## src/rtl/str_walk_pkg.sv

```systemverilog
`timescale 1ns/1ps
package str_walk_pkg;

  typedef enum logic [1:0] {
    SZ_BYTE  = 2'd0,
    SZ_WORD  = 2'd1,
    SZ_DWORD = 2'd2,
    SZ_RSVD  = 2'd3
  } elem_size_e;

  typedef enum logic [1:0] {
    RC_NONE     = 2'd0,
    RC_WHILE_EQ = 2'd1,
    RC_WHILE_NE = 2'd2,
    RC_RSVD     = 2'd3
  } rep_cond_e;

  // bit 0 = cry ... bit 5 = ovf
  typedef struct packed {
    logic ovf;
    logic sgn;
    logic zro;
    logic aux;
    logic par;
    logic cry;
  } flags_t;

  localparam int FLAG_W = $bits(flags_t);

  function automatic logic [2:0] elem_bytes(elem_size_e s);
    case (s)
      SZ_BYTE: return 3'd1;
      SZ_WORD: return 3'd2;
      default: return 3'd4;
    endcase
  endfunction

endpackage

```

## src/rtl/str_idx_step.sv

```systemverilog
`timescale 1ns/1ps
module str_idx_step
  import str_walk_pkg::*;
#(
  parameter int AW = 32
) (
  input  logic [AW-1:0] idx_i,
  input  elem_size_e    size_i,
  input  logic          dir_i,
  input  logic          wide_i,
  output logic [AW-1:0] idx_nxt_o,
  output logic [AW-1:0] addr_o
);

  logic [AW-1:0] step;
  logic [AW-1:0] full;

  always_comb begin
    step = AW'(elem_bytes(size_i));
    full = dir_i ? (idx_i - step) : (idx_i + step);
  end

  generate
    if (AW > 16) begin : g_split
      assign idx_nxt_o = wide_i ? full  : {idx_i[AW-1:16], full[15:0]};
      assign addr_o    = wide_i ? idx_i : {{(AW-16){1'b0}}, idx_i[15:0]};
    end else begin : g_narrow
      assign idx_nxt_o = full;
      assign addr_o    = idx_i;
    end
  endgenerate

endmodule

```

## src/rtl/str_sub_flags.sv

```systemverilog
`timescale 1ns/1ps
module str_sub_flags
  import str_walk_pkg::*;
#(
  parameter int DW = 32
) (
  input  logic [DW-1:0] acc_i,
  input  logic [DW-1:0] mem_i,
  input  elem_size_e    size_i,
  output flags_t        flags_o
);

  localparam int SH_B = DW - 8;
  localparam int SH_W = DW - 16;
  localparam int SH_D = DW - 32;

  logic [DW-1:0] a_al, m_al, r_al;
  logic [7:0]    lo_diff;

  // left-align the element so one subtractor serves all widths
  always_comb begin
    case (size_i)
      SZ_BYTE: begin a_al = acc_i << SH_B; m_al = mem_i << SH_B; end
      SZ_WORD: begin a_al = acc_i << SH_W; m_al = mem_i << SH_W; end
      default: begin a_al = acc_i << SH_D; m_al = mem_i << SH_D; end
    endcase
    r_al    = a_al - m_al;
    lo_diff = acc_i[7:0] - mem_i[7:0];

    flags_o.cry = a_al < m_al;
    flags_o.zro = (r_al == '0);
    flags_o.sgn = r_al[DW-1];
    flags_o.ovf = (a_al[DW-1] ^ m_al[DW-1]) & (r_al[DW-1] ^ a_al[DW-1]);
    flags_o.aux = acc_i[3:0] < mem_i[3:0];
    flags_o.par = ~^lo_diff;
  end

endmodule

```

## src/rtl/str_seq_ctrl.sv

```systemverilog
`timescale 1ns/1ps
module str_seq_ctrl (
  input  logic clk_i,
  input  logic rst_ni,
  input  logic start_i,
  input  logic zero_skip_i,
  input  logic hs_i,
  input  logic last_i,
  output logic accept_o,
  output logic busy_o,
  output logic done_o
);

  typedef enum logic {ST_IDLE, ST_XFER} st_e;

  st_e  st_q;
  logic done_q;

  assign accept_o = (st_q == ST_IDLE) && start_i;
  assign busy_o   = (st_q == ST_XFER);
  assign done_o   = done_q;

  always_ff @(posedge clk_i or negedge rst_ni) begin
    if (!rst_ni) begin
      st_q   <= ST_IDLE;
      done_q <= 1'b0;
    end else begin
      done_q <= 1'b0;
      case (st_q)
        ST_IDLE: begin
          if (start_i) begin
            if (zero_skip_i) done_q <= 1'b1;
            else             st_q   <= ST_XFER;
          end
        end
        ST_XFER: begin
          if (hs_i && last_i) begin
            st_q   <= ST_IDLE;
            done_q <= 1'b1;
          end
        end
        default: st_q <= ST_IDLE;
      endcase
    end
  end

endmodule

```

## src/rtl/str_walk_engine.sv

```systemverilog
`timescale 1ns/1ps
module str_walk_engine
  import str_walk_pkg::*;
#(
  parameter int AW = 32,
  parameter int CW = 32,
  parameter int DW = 32
) (
  input  logic          clk_i,
  input  logic          rst_ni,
  input  logic          start_i,
  input  logic          scan_i,
  input  logic          rep_i,
  input  logic [1:0]    rep_cond_i,
  input  logic [1:0]    size_i,
  input  logic          dir_i,
  input  logic          wide_i,
  input  logic [AW-1:0] idx_i,
  input  logic [CW-1:0] cnt_i,
  input  logic [DW-1:0] acc_i,
  output logic          mem_req_o,
  output logic          mem_we_o,
  output logic [AW-1:0] mem_addr_o,
  output logic [DW-1:0] mem_wdata_o,
  output logic [1:0]    mem_size_o,
  input  logic [DW-1:0] mem_rdata_i,
  input  logic          mem_rdy_i,
  output logic          busy_o,
  output logic          done_o,
  output logic [AW-1:0] idx_o,
  output logic [CW-1:0] cnt_o,
  output logic [5:0]    flags_o
);

  logic       cfg_scan_q, cfg_rep_q, cfg_dir_q, cfg_wide_q;
  rep_cond_e  cfg_cond_q;
  elem_size_e cfg_size_q;

  logic [AW-1:0] idx_q, idx_nxt;
  logic [CW-1:0] cnt_q;
  logic [DW-1:0] acc_q;
  flags_t        flags_q, flg_nxt;

  logic accept, hs, last, stop_cond, zero_skip;

  assign zero_skip = rep_i && (cnt_i == '0);
  assign hs        = mem_req_o && mem_rdy_i;

  str_seq_ctrl u_ctrl (
    .clk_i       (clk_i),
    .rst_ni      (rst_ni),
    .start_i     (start_i),
    .zero_skip_i (zero_skip),
    .hs_i        (hs),
    .last_i      (last),
    .accept_o    (accept),
    .busy_o      (busy_o),
    .done_o      (done_o)
  );

  str_idx_step #(.AW(AW)) u_step (
    .idx_i     (idx_q),
    .size_i    (cfg_size_q),
    .dir_i     (cfg_dir_q),
    .wide_i    (cfg_wide_q),
    .idx_nxt_o (idx_nxt),
    .addr_o    (mem_addr_o)
  );

  str_sub_flags #(.DW(DW)) u_flags (
    .acc_i   (acc_q),
    .mem_i   (mem_rdata_i),
    .size_i  (cfg_size_q),
    .flags_o (flg_nxt)
  );

  always_comb begin
    stop_cond = cfg_scan_q &&
                (((cfg_cond_q == RC_WHILE_EQ) && !flg_nxt.zro) ||
                 ((cfg_cond_q == RC_WHILE_NE) &&  flg_nxt.zro));
    last = !cfg_rep_q || (cnt_q == CW'(1)) || stop_cond;
  end

  always_comb begin
    case (cfg_size_q)
      SZ_BYTE: mem_wdata_o = DW'(acc_q[7:0]);
      SZ_WORD: mem_wdata_o = DW'(acc_q[15:0]);
      default: mem_wdata_o = DW'(acc_q[31:0]);
    endcase
  end

  assign mem_req_o  = busy_o;
  assign mem_we_o   = !cfg_scan_q;
  assign mem_size_o = cfg_size_q;
  assign idx_o      = idx_q;
  assign cnt_o      = cnt_q;
  assign flags_o    = flags_q;

  always_ff @(posedge clk_i or negedge rst_ni) begin
    if (!rst_ni) begin
      cfg_scan_q <= 1'b0;
      cfg_rep_q  <= 1'b0;
      cfg_dir_q  <= 1'b0;
      cfg_wide_q <= 1'b1;
      cfg_cond_q <= RC_NONE;
      cfg_size_q <= SZ_BYTE;
      idx_q      <= '0;
      cnt_q      <= '0;
      acc_q      <= '0;
      flags_q    <= '0;
    end else if (accept) begin
      cfg_scan_q <= scan_i;
      cfg_rep_q  <= rep_i;
      cfg_dir_q  <= dir_i;
      cfg_wide_q <= wide_i;
      cfg_cond_q <= rep_cond_e'(rep_cond_i);
      cfg_size_q <= elem_size_e'(size_i);
      idx_q      <= idx_i;
      cnt_q      <= cnt_i;
      acc_q      <= acc_i;
    end else if (hs) begin
      idx_q <= idx_nxt;
      if (cfg_rep_q)  cnt_q   <= cnt_q - CW'(1);
      if (cfg_scan_q) flags_q <= flg_nxt;
    end
  end

endmodule

```

## config.mk

```make
export PLATFORM = sky130hd
export DESIGN_NAME = str_walk_engine
export DESIGN_NICKNAME = d
export VERILOG_FILES = /design/src/rtl/str_walk_pkg.sv /design/src/rtl/str_idx_step.sv /design/src/rtl/str_sub_flags.sv /design/src/rtl/str_seq_ctrl.sv /design/src/rtl/str_walk_engine.sv
export SDC_FILE = /design/constraint.sdc
export NUM_CORES = 1
export LEC_CHECK = 0
export ABC_AREA = 1
export BUFFER_PORTS_ARGS = -buffer_cell sky130_fd_sc_hd__buf_2
export CORE_MARGIN = 4
export CORE_UTILIZATION = 40
export DETAILED_ROUTE_END_ITERATION = 12
export GPL_TIMING_DRIVEN = 0
export PLACE_DENSITY = 0.63
export SYNTH_ARGS = -nofsm -noshare
export SYNTH_HDL_FRONTEND = slang
export SYNTH_HIERARCHICAL = 1
export SYNTH_SLANG_ARGS = --single-unit
```

## constraint.sdc

```tcl
create_clock -name clk_i -period 3.75 [get_ports clk_i]
set_input_delay 0 -clock clk_i [delete_from_list [all_inputs] [get_ports clk_i]]
set_output_delay 0 -clock clk_i [all_outputs]
set_load 0.005 [all_outputs]
```

==> summary.txt, run 1 <==
status: finished clean
Seq/Total Area, Yosys: 21.9%
HP Start: cnt_i[21]
Slowest cell on crit path: dfrtp_2
Via Count: 15,205
share of layout cells above drive strength 1: 19.6%
clock skew: 0.0148 ns
CP arrival: 3.92 ns
syn avg cell area: 5.76 um^2
drt wl/cell: 16.5 um
area of the multi-input gates: 8230 um^2
crit path launch type: flip-flop
first-pass GRT wire length: 78,900 um
#FFs+latches synth: 112
Crit Path Class: reg -> reg
critical path, cell by cell: inv_1, nor2_4, inv_1, clkbuf_4, o221ai_1, ha_2, nand2_2, nor2_2, inv_1, nor2_1, and2_1, nand2_1, nand3_1, nand3_1, nor2_1, nand4_1, nor2_2, a21oi_1, o311ai_2, nand2_1, nand2_1, nand2_1
DRC violations left: 0
R2R setup slack: 0.12 ns
switching power: 10.3 mW
Die ar.: 34,900 um^2
Seq pwr share: 15.4%
CTS Root Cell: clkbuf_16
CTS clk-pin slew, worst paths: 0.09 ns
Final Util: 51.8%
Pins Over Slew Limit: 0
syn_nets: 2,440
Area growth, synth to finish: 27.6%
Final Hold Vio Count: 0
row count: 65
CTS Buffer Depth: 2
Register Area: 2810 um^2
Hold/Removal Path Class: in -> reg
Final Cycle Share: 96.7%
maximum fanout along the worst path: 10
initial antenna violation count: 1
number of global-route vias before repair: 14,656
port bufs: 279
htree depth: 3
Pint: 7.39 mW
Synth warnings: 6
Worst path max stage delay: 0.45 ns
Crit path required time: 4.04 ns
combinational power share: 78.5%
Initial DRC Count: 1,035
CTS tree: yes
wirelength, routed: 50,200 um
CP Capture Type: flip-flop
peak supply drop: 0.000424 V
chip height: 187 um
Min-Delay Endpoint: cnt_o[21]
ys async rst share: 100%
# IOs: 280
Clock Latency Late Sink: 0.40 ns
Cell variety after synth: 50
largest net degree at the start of global routing: 85
relative slew slack: 38.9%
Initial Util: 40.6%
RSZ-0062 raised after global routing: true
Mapped Cells: 2,224
MaxCap Viol Count: 0
Switching Fraction: 58.2%
final-layout fill cell count: 3,321
total congestion overflow: 0
r2r startpoint: mem_size_o[0]
WHS Path Cells: 7
Total GRT Usage: 28.0%
worst slew pin tran: 0.917 ns
Power Density: 1080 nW/um^2
fin nets: 2,843
clk sinks: 112
gpl congestion: 0.975
ys flop type: dfrtp_1
vias per inst: 5.01
Tmin final: 3.63 ns
Mapped Area: 12,800 um^2
Clk pwr share: 6.1%
Post-synth EDFFs: 0
core area: 31,600 um^2
DP Wirelength: 39,900 um
DRT Pass-1 Iters: 5
cts bufs inserted: 9
FF-to-FF End: u_ctrl/busy_o
final setup fails: 0
setup TNS: 0 ns
Pleak: 9.58 nW
Max Clk Rate: 276 MHz
Antenna Violating Nets Remaining: 0
most used cell, CP: nand2_1
Die W: 187 um
Reg2Reg Depth: 22
flip-flops by register name, summed over array words and instances, names as in the netlist:
signal,flops
acc_q,32
cfg_cond_q,2
cfg_dir_q,1
cfg_rep_q,1
cfg_scan_q,1
cfg_wide_q,1
cnt_o,32
flags_o,6
idx_o,32
mem_size_o,2
u_ctrl/busy_o,1
u_ctrl/done_o,1
per-layer routing:
metal / track usage, % / vias up / routed length (um)
met5: 0 / - / 0
met4: 7.74 / 0 / 1320
met3: 4.37 / 75 / 3070
met2: 47.2 / 513 / 23200
met1: 37.4 / 6973 / 22600
li1: - / 7644 / -
cell families (layout without fill, tap and decap cells):
logic type,after synthesis,in the layout,share of synthesized area (%)
AOI/OAI and AO/OA,210,210,9.48
xor gates and xnor gates,31,31,2.12
adders and majority gates,76,76,7.60
buffers and inverters,475,883,15.1
DFF,112,112,21.9
muxes,5,5,0.440
other,0,2,0
and+or+nand+nor,1315,1315,43.4
metrics by stage:
stage	power (mW)	std cells	worst slack (ns)	cell area [um^2]	hold slack (ns)
final	17.7	3036	0.125	16300	0.0194
after global routing	19.5	3035	-0.0797	16300	0.0473
after CTS	17.2	3028	0.00550	16200	0.00982
after detailed placement	15.9	2906	-0.794	14700	-0.0940
after global placement	15.8	2905	-0.833	14700	0.204
after floorplan	11.9	2224	0.311	12800	-0.296
Yosys cell counts, drive strengths merged (10+ instances only):
library cell	number	area (um^2)
a21oi	69	345
nor3	14	85.1
nand4	20	125
nand3	131	721
xor2	21	184
xnor2	10	87.6
inv	395	1480
buf	58	368
dfrtp	111	2780
clkbuf	21	78.8
a31oi	34	213
o21ai	67	339
nand2	904	3520
ha	73	913
nor2	227	976
power by group through the flow:
| stage | Sequential [mW] | Clock [mW] | Combinational [mW] |
|---|---|---|---|
| floorplan | 2.44 | 0 | 9.50 |
| global placement | 2.74 | 0 | 13.1 |
| detailed placement | 2.74 | 0 | 13.1 |
| CTS | 2.72 | 1.10 | 13.4 |
| global route | 2.82 | 1.14 | 15.6 |
| finish | 2.73 | 1.08 | 13.9 |
worst max-delay path by stage:
| stage | from | to | slack (ns) | cells past startpoint |
|---|---|---|---|---|
| 5_1_grt | mem_size_o[1] | u_ctrl/busy_o | -0.08 | 21 |
| 3_3_place_gp | mem_size_o[0] | u_ctrl/busy_o | -0.83 | 20 |
| 3_5_place_dp | mem_size_o[0] | u_ctrl/busy_o | -0.79 | 20 |
| 2_1_floorplan | mem_size_o[1] | u_ctrl/busy_o | 0.31 | 25 |
| 6_report | mem_size_o[0] | u_ctrl/busy_o | 0.12 | 22 |
| 4_1_cts | mem_size_o[0] | u_ctrl/busy_o | 0.006 | 24 |
layout by cell type, fill, tap and decap left out, types with 34 or more instances in the layout:
master,count
nand2_1,853
inv_1,385
buf_2,304
nor2_1,191
nand3_1,118
dfrtp_1,108
dlygate4sd3_1,102
ha_1,64
a21oi_1,63
nand2_2,48
o21ai_0,44
buf_4,39
a31oi_1,34
critical path, delay by kind of cell, from the launching register on:
family	cells	cell delay, ns
fa+ha+maj	1	0.45
compound gates	3	0.50
flops	1	0.45
simple gates	14	1.51
buf+inv	4	0.61
cell type report:
| type | count | area share [%] |
|---|---|---|
| well taps | 402 | 3.08 |
| flip-flops and latches | 112 | 17.2 |
| clock inverters | 6 | 0.429 |
| inverters | 396 | 9.12 |
| repair buffers | 392 | 15.5 |
| plain buffers | 79 | 2.92 |
| clock buffers | 10 | 1.46 |
| multi-input cells | 1637 | 50.3 |
| diodes | 2 | 0.0306 |
repair_timing:
| item | 4_1_cts | 5_1_grt |
|---|---|---|
| pin swaps | 1 | 12 |
| resized for setup | 24 | 47 |
| endpoints found under the setup margin | 5 | 7 |
| setup buffers | 4 | 6 |
| gates cloned | 0 | 0 |
| hold buffers | 102 | 0 |
| hold endpoints to repair | 213 | 0 |
No activity file was read; power rests on OpenSTA's default activity.
==> run 2: changes to the inputs <==
- PLACE_DENSITY: 0.63 -> default
==> run 2 against run 1 <==
  * Cell count rose by 0.16%
  * Global-route usage fell by 0.59 points
  * Register-to-register slack got worse by 0.04 ns
  * Critical path type unchanged
  * Power rose by 2.7%
  * Critical path depth fell by 3
  * Critical endpoint unchanged
  * Cell area rose by 1.4%
  * Non-clock buffer count rose by 5
  * Setup slack got worse by 0.040 ns
==> summary.txt, run 2 (same netlist as run 1, synthesis figures left out) <==
final setup fails: 0
R2R setup slack: 0.08 ns
fin nets: 2,849
crit path launch type: flip-flop
Layout Cells excl Fill: 3,041
worst slew pin tran: 0.924 ns
DRT Pass-1 Iters: 6
maximum fanout along the worst path: 6
DRC violations left: 0
Fin Hold WS: 0.0235 ns
cts bufs inserted: 9
HP Start: cnt_i[24]
Total GRT Usage: 27.4%
DP Wirelength: 39,800 um
commonest non-fill, non-tap cell in the layout: nand2_1
relative slew slack: 38.1%
gpl congestion: 0.979
total congestion overflow: 0
Power Density: 1090 nW/um^2
Crit path required time: 4.03 ns
initial antenna violation count: 1
Clock Latency Late Sink: 0.38 ns
chip height: 187 um
Initial DRC Count: 1,274
Hold/Removal Path Class: in -> reg
Antenna Violating Nets Remaining: 0
Placed Instances: 2,906
first-pass GRT wire length: 77,300 um
Via Count: 15,243
CTS tree: yes
number of global-route vias before repair: 14,410
port bufs: 279
CP arrival: 3.95 ns
# IOs: 280
CTS Root Cell: clkbuf_16
Pins Over Slew Limit: 0
Max Clk Rate: 273 MHz
Critical Path Source: mem_size_o[1]
CTS clk-pin slew, worst paths: 0.09 ns
core area: 31,600 um^2
clk sinks: 112
Initial Util: 40.6%
Die ar.: 34,900 um^2
Pleak: 9.63 nW
largest net degree at the start of global routing: 76
drt wl/cell: 16.4 um
Final Hold Vio Count: 0
wirelength, routed: 49,800 um
Area growth, synth to finish: 29.5%
final-layout fill cell count: 3,325
Tmin final: 3.67 ns
Crit Path Class: reg -> reg
r2r startpoint: mem_size_o[1]
htree depth: 3
vias per inst: 5.01
CP Capture Type: flip-flop
Die W: 187 um
most frequent cells in the layout: nand2_1, inv_1, buf_2
share of layout cells above drive strength 1: 21.0%
clock skew: 0.0129 ns
Final Cycle Share: 97.7%
MaxCap Viol Count: 0
peak supply drop: 0.000349 V
CTS Buffer Depth: 2
row count: 65
status: finished clean
run 2: changes by cell type in the layout (fill, tap and decap cells not counted), sizes merged:
cell         previous run  this run
bufinv                  0         1
diode                   2         1
clkbuf                 29        28
buf                   350       359
clkinv                  4         2
inv                   397       395
dlygate4sd3           102        99
clkinvlp                1         5
run 2: stage by stage:
stage / util (%) / setup TNS, ns / worst slack (ns) / area, um^2 / total power [mW]
CTS: 51.1 / 0 / 0.00371 / 16100 / 17.2
finish: 52.6 / 0 / 0.0849 / 16600 / 18.1
global placement: 46.6 / -2.45 / -0.911 / 14700 / 15.7
detailed placement: 46.7 / -2.45 / -0.894 / 14700 / 15.9
floorplan: - / 0 / 0.311 / 12800 / 11.9
global route: 52.6 / -0.160 / -0.0846 / 16600 / 20.0
run 2: final cells by class:
type,instances,area [um^2],share of cell area (%)
Multi-Input combinational cell,1637,8410,50.7
Sequential cell,112,2810,16.9
Timing Repair Buffer,397,2580,15.5
Inverter,396,1490,9.01
Tap cell,402,503,3.03
Buffer,79,487,2.93
Clock buffer,10,229,1.38
Clock inverter,6,67.6,0.407
Timing Repair inverter,1,5.00,0.0302
Antenna cell,1,2.50,0.0151
run 2: path summary, 6_finish.rpt:
| check | cells after the start | endpoint |
|---|---|---|
| setup / recovery | 19 | u_ctrl/busy_o |
| max in group asynchronous | 3 | cfg_wide_q |
| min in group asynchronous | 2 | flags_o[4] |
| hold reg to reg | 2 | cfg_wide_q |
| setup reg to reg | 19 | u_ctrl/busy_o |
| hold / removal | 5 | cnt_o[24] |
run 2: where the power goes:
part	total, mW	switching (mW)	internal [mW]
combinational	14.4	8.98	5.41
clock	1.04	0.522	0.523
sequential	2.70	0.893	1.81
total	18.1	10.4	7.74
run 2: worst max-delay path, stage by stage, from the launching register on:
cell	delay [ns]
dfrtp_2	0.52
buf_6	0.13
buf_4	0.13
clkinvlp_4	0.24
o221ai_2	0.35
ha_1	0.35
inv_1	0.10
nor2_1	0.06
nor2_2	0.15
nor2_1	0.07
nor3_2	0.24
nand4_1	0.15
nand2_2	0.13
nand4_1	0.20
nor2_2	0.18
a21oi_1	0.06
o311ai_2	0.28
nand2_1	0.08
nand2_1	0.07
nand2_1	0.05
run 2: layer usage:
layer	track usage, %	vias to the layer above	part of all wire [%]
met5	0	-	0
li1	-	7641	-
met3	4.96	78	6.8
met4	7.34	0	2.4
met1	36.7	7009	45
met2	45.7	515	46
run 2: timing repair:
action / CTS / global route
setup buffers: 6 / 10
pin swaps: 1 / 28
gates cloned: 0 / 2
hold buffers: 99 / 0
resized for setup: 19 / 100
endpoints found under the hold margin: 210 / 0
setup endpoints to repair: 6 / 3
==> run 3: changes to the inputs <==
- CORE_MARGIN: 4 -> default
- CTS_BUF_LIST: default -> sky130_fd_sc_hd__clkbuf_16
- clock period: 3.75 -> 4.51 ns (I/O delays scaled with it)
==> run 3 against run 2 <==
  * Power shrank 21%
  * Maximum frequency decreased by 14%
  * Via count is 0.71% lower
  * Global-route usage increased by 2.5 points
  * Sequential power is 15% lower
  * Clock-buffer cell count down 1
  * Die area down 6.3%
  * Cell count shrank 0.56%
  * Combinational power is 22% lower
==> summary.txt, run 3 (same netlist as run 1, synthesis figures left out) <==
Fin Hold WS: 0.0105 ns
worst slew pin tran: 0.944 ns
CTS tree: yes
clk sinks: 112
Crit path required time: 4.80 ns
crit path capture: u_ctrl/busy_o
Die W: 181 um
status: finished clean
initial antenna violation count: 1
CP arrival: 4.55 ns
CP Capture Type: flip-flop
Max Clk Rate: 234 MHz
first-pass GRT wire length: 76,300 um
Pins Over Slew Limit: 0
dpl ws: -0.147 ns
setup ws final: 0.242 ns
final setup fails: 0
fin nets: 2,831
Final Hold Vio Count: 0
row count: 65
Register Area: 2810 um^2
Crit Path Class: reg -> reg
Total GRT Usage: 29.9%
largest net degree at the start of global routing: 84
DP Wirelength: 39,300 um
Critical Path Source: mem_size_o[0]
Final Cycle Share: 94.6%
Reg2Reg Depth: 19
gpl congestion: 1.01
R2R setup slack: 0.24 ns
final-layout fill cell count: 3,339
commonest non-fill, non-tap cell in the layout: nand2_1
total congestion overflow: 0
relative slew slack: 36.8%
wirelength, routed: 49,000 um
total setup buffers inserted after CTS: 0
FF-to-FF End: u_ctrl/busy_o
area of the multi-input gates: 8090 um^2
MaxCap Viol Count: 0
clock skew: 0.0144 ns
share of layout cells above drive strength 1: 17.8%
Pleak: 9.50 nW
CTS Buffer Depth: 2
Hold/Removal Path Class: in -> reg
peak supply drop: 0.000307 V
core area: 31,600 um^2
most frequent cells in the layout: nand2_1, inv_1, buf_2
DRC violations left: 0
RSZ-0062 raised after global routing: false
DRT Pass-1 Iters: 6
chip height: 181 um
met1 usage: 40.5%
port bufs: 279
cts bufs inserted: 9
met3 usage: 3.29%
met2 capacity usage during global routing: 49.1%
# IOs: 280
Die ar.: 32,700 um^2
vias per inst: 5.00
Via Count: 15,135
CTS Root Cell: clkbuf_16
Tmin final: 4.27 ns
number of global-route vias before repair: 14,158
htree depth: 3
Power Density: 889 nW/um^2
CTS clk-pin slew, worst paths: 0.09 ns
Antenna Violating Nets Remaining: 0
Initial Util: 40.6%
r2r startpoint: mem_size_o[0]
Area growth, synth to finish: 25.3%
GRT busiest layer: met2
maximum fanout along the worst path: 10
drt wl/cell: 16.2 um
Clock Latency Late Sink: 0.39 ns
crit path launch type: flip-flop
Initial DRC Count: 1,108
-- run 3: how the worst min path moves through the flow --
stage	start	endpoint	slack, ns	depth (start not counted)
after floorplan	rst_ni	acc_q[0]	-0.30	0
after global placement	wide_i	cfg_wide_q	0.20	3
after detailed placement	rst_ni	flags_o[4]	-0.09	1
after CTS	cnt_i[31]	cnt_o[31]	0.002	5
after global routing	cnt_i[31]	cnt_o[31]	0.06	5
final	cnt_i[31]	cnt_o[31]	0.01	5
-- run 3: per-layer routing --
layer | up-vias | routed length [um]
li1 | 7620 | -
met1 | 6893 | 22000
met2 | 548 | 22500
met3 | 74 | 3160
met4 | 0 | 1340
met5 | - | 0
-- run 3: layout make-up --
class	instances	area share, %
Clock buffer	9	1.40
Sequential cell	112	17.5
Tap cell	402	3.14
Buffer	79	2.82
Clock inverter	7	0.257
Timing Repair Buffer	380	15.2
Antenna cell	2	0.0312
Multi-Input combinational cell	1637	50.4
Inverter	396	9.27
-- run 3: report_power, final --
group / switching, mW / internal [mW] / leakage (nW) / total [mW]
logic: 7.14 / 4.03 / 8.02 / 11.2
registers: 0.794 / 1.50 / 1.34 / 2.30
clock network: 0.435 / 0.373 / 0.136 / 0.809
total: 8.37 / 5.90 / 9.50 / 14.3
-- run 3: through the flow --
stage / power, mW / instances / TNS (ns) / util, % / area [um^2]
2_1_floorplan: 9.93 / 2224 / 0 / - / 12800
3_3_place_gp: 13.1 / 2905 / -0.276 / 46.6 / 14700
3_5_place_dp: 13.2 / 2906 / -0.277 / 46.7 / 14700
4_1_cts: 14.1 / 3022 / 0 / 50.7 / 16000
5_1_grt: 15.8 / 3023 / 0 / 50.8 / 16000
6_report: 14.3 / 3024 / 0 / 50.8 / 16000
-- run 3: critical path, cell delays in order (launching register included) --
cell and delay [ns]:
dfrtp_2 0.50, inv_1 0.12, nor2_4 0.22, inv_1 0.17
clkbuf_2 0.25, o221ai_1 0.43, ha_1 0.39, a21o_1 0.22
nor2_1 0.20, nor2_1 0.08, nor3_1 0.24, nand4_1 0.12
nand2_1 0.18, nand4_1 0.20, nor2_1 0.18, a21oi_1 0.06
o311ai_1 0.37, nand2_1 0.09, nand2_1 0.07, nand2_1 0.05
-- run 3: what timing repair did --
| item | 4_1_cts | 5_1_grt |
|---|---|---|
| setup endpoints to repair | 2 | 2 |
| gates resized for setup | 2 | 13 |
| hold buffers | 100 | 0 |
| cloned | 0 | 0 |
| hold endpoints to repair | 211 | 0 |
